`src/rtl/cdtimer_pkg.sv`:
```
package cdtimer_pkg;
    localparam int CMD_ADDR   = 8'h00;
    localparam int STATE_ADDR = 8'h01;
    localparam int PRE_ADDR   = 8'h02;
    localparam int CNT_ADDR   = 8'h03;

    localparam int GO_BIT     = 0;
    localparam int HALT_BIT   = 1;
    localparam int RUN_BIT    = 0;
endpackage

```
`src/rtl/cdtimer_decode.sv`:
```
module cdtimer_decode
    import cdtimer_pkg::*;
#(
    parameter int ADDR_W = 8,
    parameter int DATA_W = 32
) (
    input  logic              sel,
    input  logic              wr,
    input  logic [ADDR_W-1:0] addr,
    input  logic [1:0]        cmd_bits,
    input  logic              run,
    input  logic [DATA_W-1:0] live_cnt,
    input  logic [DATA_W-1:0] pre_cfg,
    input  logic [DATA_W-1:0] cnt_cfg,
    output logic              go_req,
    output logic              halt_req,
    output logic              pre_we,
    output logic              cnt_we,
    output logic [DATA_W-1:0] rdata,
    output logic              ack
);
    logic hit_cmd, hit_state, hit_pre, hit_cnt, wr_acc;

    always_comb begin
        hit_cmd   = (addr == ADDR_W'(CMD_ADDR));
        hit_state = (addr == ADDR_W'(STATE_ADDR));
        hit_pre   = (addr == ADDR_W'(PRE_ADDR));
        hit_cnt   = (addr == ADDR_W'(CNT_ADDR));
        wr_acc    = sel && wr;

        go_req   = wr_acc && hit_cmd && cmd_bits[GO_BIT]   && !run;
        halt_req = wr_acc && hit_cmd && cmd_bits[HALT_BIT] &&  run;
        pre_we   = wr_acc && hit_pre && !run;
        cnt_we   = wr_acc && hit_cnt && !run;

        ack   = sel;
        rdata = '0;
        if (sel && !wr) begin
            if (hit_state) rdata[RUN_BIT] = run;
            else if (hit_pre) rdata = pre_cfg;
            else if (hit_cnt) rdata = run ? live_cnt : cnt_cfg;
        end
    end
endmodule

```
`src/rtl/cdtimer_cfg.sv`:
```
module cdtimer_cfg #(
    parameter int DATA_W = 32
) (
    input  logic              clk,
    input  logic              rst_n,
    input  logic              pre_we,
    input  logic              cnt_we,
    input  logic [DATA_W-1:0] wdata,
    output logic [DATA_W-1:0] pre_cfg,
    output logic [DATA_W-1:0] cnt_cfg
);
    typedef struct packed {
        logic [DATA_W-1:0] pre;
        logic [DATA_W-1:0] cnt;
    } cfg_s;

    cfg_s cfg_d, cfg_q;

    always_comb begin
        cfg_d = cfg_q;
        if (pre_we) cfg_d.pre = wdata;
        if (cnt_we) cfg_d.cnt = wdata;
    end

    always_ff @(posedge clk or negedge rst_n) begin
        if (!rst_n) cfg_q <= '0;
        else        cfg_q <= cfg_d;
    end

    assign pre_cfg = cfg_q.pre;
    assign cnt_cfg = cfg_q.cnt;
endmodule

```
`src/rtl/cdtimer_core.sv`:
```
module cdtimer_core #(
    parameter int DATA_W = 32
) (
    input  logic              clk,
    input  logic              rst_n,
    input  logic              go_req,
    input  logic              halt_req,
    input  logic [DATA_W-1:0] pre_cfg,
    input  logic [DATA_W-1:0] cnt_cfg,
    output logic              run,
    output logic [DATA_W-1:0] live_cnt
);
    typedef struct packed {
        logic              run;
        logic [DATA_W-1:0] pre;
        logic [DATA_W-1:0] cnt;
    } core_s;

    core_s st_d, st_q;

    always_comb begin
        st_d = st_q;
        if (go_req) begin
            st_d.run = 1'b1;
            st_d.pre = pre_cfg;
            st_d.cnt = cnt_cfg;
        end else if (st_q.run) begin
            if (halt_req || st_q.cnt == '0) begin
                st_d.run = 1'b0;
            end else if (st_q.pre == '0) begin
                st_d.pre = pre_cfg;
                st_d.cnt = st_q.cnt - 1'b1;
            end else begin
                st_d.pre = st_q.pre - 1'b1;
            end
        end
    end

    always_ff @(posedge clk or negedge rst_n) begin
        if (!rst_n) st_q <= '0;
        else        st_q <= st_d;
    end

    assign run      = st_q.run;
    assign live_cnt = st_q.cnt;
endmodule

```
`src/rtl/cdtimer_top.sv`:
```
module cdtimer_top
    import cdtimer_pkg::*;
#(
    parameter int ADDR_W = 8,
    parameter int DATA_W = 32
) (
    input  logic              clk,
    input  logic              rst_n,
    input  logic              sel,
    input  logic              wr,
    input  logic [ADDR_W-1:0] addr,
    input  logic [DATA_W-1:0] wdata,
    output logic [DATA_W-1:0] rdata,
    output logic              ack
);
    logic              go_req, halt_req, pre_we, cnt_we, run_w;
    logic [DATA_W-1:0] live_w, pre_w, cnt_w;

    cdtimer_decode #(.ADDR_W(ADDR_W), .DATA_W(DATA_W)) u_decode (
        .sel(sel), .wr(wr), .addr(addr),
        .cmd_bits(wdata[HALT_BIT:GO_BIT]),
        .run(run_w), .live_cnt(live_w), .pre_cfg(pre_w), .cnt_cfg(cnt_w),
        .go_req(go_req), .halt_req(halt_req), .pre_we(pre_we), .cnt_we(cnt_we),
        .rdata(rdata), .ack(ack)
    );

    cdtimer_cfg #(.DATA_W(DATA_W)) u_cfg (
        .clk(clk), .rst_n(rst_n), .pre_we(pre_we), .cnt_we(cnt_we),
        .wdata(wdata), .pre_cfg(pre_w), .cnt_cfg(cnt_w)
    );

    cdtimer_core #(.DATA_W(DATA_W)) u_core (
        .clk(clk), .rst_n(rst_n), .go_req(go_req), .halt_req(halt_req),
        .pre_cfg(pre_w), .cnt_cfg(cnt_w), .run(run_w), .live_cnt(live_w)
    );
endmodule

```
`config.mk`:
```
export PLATFORM = sky130hd
export DESIGN_NAME = cdtimer_top
export DESIGN_NICKNAME = d
export VERILOG_FILES = /design/src/rtl/cdtimer_pkg.sv /design/src/rtl/cdtimer_decode.sv /design/src/rtl/cdtimer_cfg.sv /design/src/rtl/cdtimer_core.sv /design/src/rtl/cdtimer_top.sv
export SDC_FILE = /design/constraint.sdc
export NUM_CORES = 1
export LEC_CHECK = 0
export BUFFER_PORTS_ARGS = -buffer_cell sky130_fd_sc_hd__buf_2
export CORE_ASPECT_RATIO = 1.4
export CORE_UTILIZATION = 65
export CTS_BUF_LIST = sky130_fd_sc_hd__clkbuf_4 sky130_fd_sc_hd__clkbuf_8
export DETAILED_ROUTE_END_ITERATION = 6
export PLACE_DENSITY = 0.95
export SETUP_SLACK_MARGIN = 0.5
export SLEW_MARGIN = 10
export SYNTH_ARGS = -nofsm -noshare
export SYNTH_HDL_FRONTEND = slang
export SYNTH_SLANG_ARGS = --single-unit
```
`constraint.sdc`:
```
create_clock -name clk -period 4.4 [get_ports clk]
set_input_delay 0.88 -clock clk [delete_from_list [all_inputs] [get_ports clk]]
set_output_delay 0.88 -clock clk [all_outputs]
set_load 0.01 [all_outputs]
```
==> impl_metrics.yaml <==
critical_path:
  crit_required_ps: 3520
  timing.rr.start: "u_core.live_cnt[25]"
  r2r_end: "u_core.live_cnt[9]"
  reg2reg_depth: 6
  critPathCaptureType: "output pin"
  path_class: "in -> out"
  crit_fanout: 19
  start_kind: "input pin"
  reg2reg_slack_ps: 1180
  crit_arrival_ps: 2930
clock_network:
  cts_tree: "yes"
  cts_root_buf: "clkbuf_8"
  cts.sinks: 129
  clkLatencyLatePin_ps: 470
  postCtsSetupBuffers: 0
  postCtsHoldBufs: 0
  cts_buffers: 17
  clk_pin_slew_ps: 80
  h-tree-depth: 4
  ctsResizeCount: 0
  cts_buffer_depth: 2
yosys:
  ys_seq_elements: 129
  avgSynthCellArea_um2: 9.76
  syn-num-nets: 839
  synth_edf_count: 0
  synth_area_leaders: "dfrtp_1 42%, mux2_2 11%, nor2_1 3.8%"
  yosysSeqAreaShare_pct: 41.8
  ys_types: 77
  ys.flop_type: "dfrtp_1"
  syn_area_um2: 7720
  yosysTopAreaCellShare_pct: 41.8
  synth_top_area_cell: "dfrtp_1"
  async_flop_share_pct: 100
  ys_warn_count: 0
  synthCells: 791
floorplanning:
  die_x_um: 94.1
  start_util_pct: 67.4
  die_h_um: 131
  placementRows: 46
  design.core.area_um2: 11500
  die_area_um2: 12300
  pin_count: 77
job:
  max-cap-violations: 0
power:
  peakVddDrop_v: 0.000261
  leakagePower_nw: 3.80
  powerDensity_nw_per_um2: 378
timing:
  fmax_mhz: 263
  setup_viol: 0
  max_slew_margin_pct: 29.7
  tns_ps: 0
  min_period_ps: 3810
  holdWs_ps: 485
  finalCritPeriodShare_pct: 86.5
  rsz0062_at_grt: "no"
  slew_violations: 0
  hold_viol: 0
  worst_slew_pin_slew_ps: 1050
  finalClockSkew_ps: 19.9
cells_and_area:
  nets: 891
  drive_above_1_share_pct: 27.1
  multi_input_area_um2: 4190
  regArea_um2: 3230
  finalInstanceArea_um2: 8610
  final_util_pct: 75.2
  nFillCells: 725
  syn_to_final_growth_pct: 11.5
  final_cells: 1000
  diodes: 0
grt:
  overflow: 0
  track_usage_pct: 39.9
  grt_max_degree: 69
  antenna_found_initial: 0
  grt_pass1_wl_um: 37100
  grt_pass1_vias: 7119
routing:
  route.detailed.drc: 9
  drtAntennaViolNets: 0
  route.vias.total: 7292
  drtPass1Iterations: 7
  finalWirelength_um: 23500
  dr.first_iter.drc_count: 1181
  vias_per_cell: 7.29
  detail_route.wl_per_cell_um: 23.5
placed_design:
  io_buffers: 76
  dp_hpwl_um: 15400
  placedCellCount: 968
  place_area_um2: 8170
  gp_congestion: 0.984
min_path:
  hp-class: "in -> async"
outcome:
  status: "finished, violations left"
  violations: "DRC"
registers in the layout (all words and copies together) (netlist names):
name,count
u_core.st_q,32
u_cfg.cnt_cfg,32
u_cfg.pre_cfg,32
u_core.live_cnt,32
u_core.run,1
cell usage after synthesis (all sizes together) (4+ instances only):
cell,n
o31ai,7
a221o,7
or2,6
or3,6
nor2,81
nand2b,5
dfrtp,129
nor4b,4
buf,32
nand3b,4
and2,5
o211ai,11
nand2,61
a311oi,4
a31oi,4
a22oi,23
a211oi,30
and4,4
ha,4
o21ai,57
mux2i,27
a32oi,7
and3,5
nand4,11
or4,5
nand3,14
clkbuf,25
mux2,75
nor4,24
nor3,35
inv,11
a21oi,25
worst max-delay path: stages:
cell and delay [ps]:
buf_2 100, or4_4 540, or4b_1 510, nor2_1 120, nand2_1 80, buf_4 220, a211oi_1 270, buf_2 200
per-layer routing:
layer  up-vias  wire [um]  GRT usage [%]
met5         -          0              0
met4         0       1770           26.2
met3       162       2310           8.68
met2       564      11400           65.5
met1      3477       8080           47.3
li1       3089          -              -
metrics by stage:
stage	total power (W)	setup WS, ps
5_1_grt	0.00335	525
6_report	0.00326	592
3_5_place_dp	0.00208	601
4_1_cts	0.00322	598
3_3_place_gp	0.00206	720
2_1_floorplan	0.00189	875
report_power, final:
group	switching [W]	internal, W
clock	0.000502	0.000655
sequential	0.0000981	0.00125
combinational	0.000470	0.000279
layout make-up:
class                   instances  share of cell area [%]
inverters                      12                   0.523
clock buffers                  20                    3.12
repair buffers                 90                    6.10
multi-input cells             593                    48.6
clock inverters                12                    2.09
flip-flops and latches        129                    37.5
well taps                     144                    2.09
how the worst max path moves through the flow:
stage                     slack (ps)  depth (start not counted)         to  startpoint
after floorplan                  880                          6  rdata[16]     addr[3]
final                            590                          8  rdata[22]     addr[3]
after global placement           720                          8  rdata[14]     addr[3]
after CTS                        600                          8  rdata[28]     addr[3]
after detailed placement         600                          8  rdata[28]     addr[3]
after global routing             530                          8  rdata[22]     addr[3]
cell usage in the layout, fill, tap and decap left out, types with 6 or more instances in the layout:
cell type / n
a211oi_1: 29
or3_1: 6
o21ai_0: 38
or2_2: 6
mux2i_1: 27
buf_2: 75
dfrtp_1: 128
mux2_2: 73
clkbuf_8: 19
nand4_1: 8
a221o_1: 7
o21ai_1: 17
nor3_1: 32
a21oi_1: 24
nand3_1: 14
a32oi_1: 7
nor2_1: 79
nand2_1: 59
o211ai_1: 11
a22oi_1: 23
nor4_1: 16
buf_4: 12
inv_1: 11
cells by family (layout without fill, tap and decap cells):
| kind of cell | Yosys count | after routing | share of synthesized area [%] |
|---|---|---|---|
| AOI/OAI and AO/OA | 206 | 206 | 19.0 |
| xor gates and xnor gates | 3 | 3 | 0.340 |
| adders and majority gates | 4 | 4 | 0.648 |
| buffers and inverters | 69 | 134 | 4.02 |
| DFF | 129 | 129 | 41.8 |
| muxes | 102 | 102 | 14.4 |
| and+or+nand+nor | 278 | 278 | 19.8 |
No activity file was read; power rests on OpenSTA's default activity.
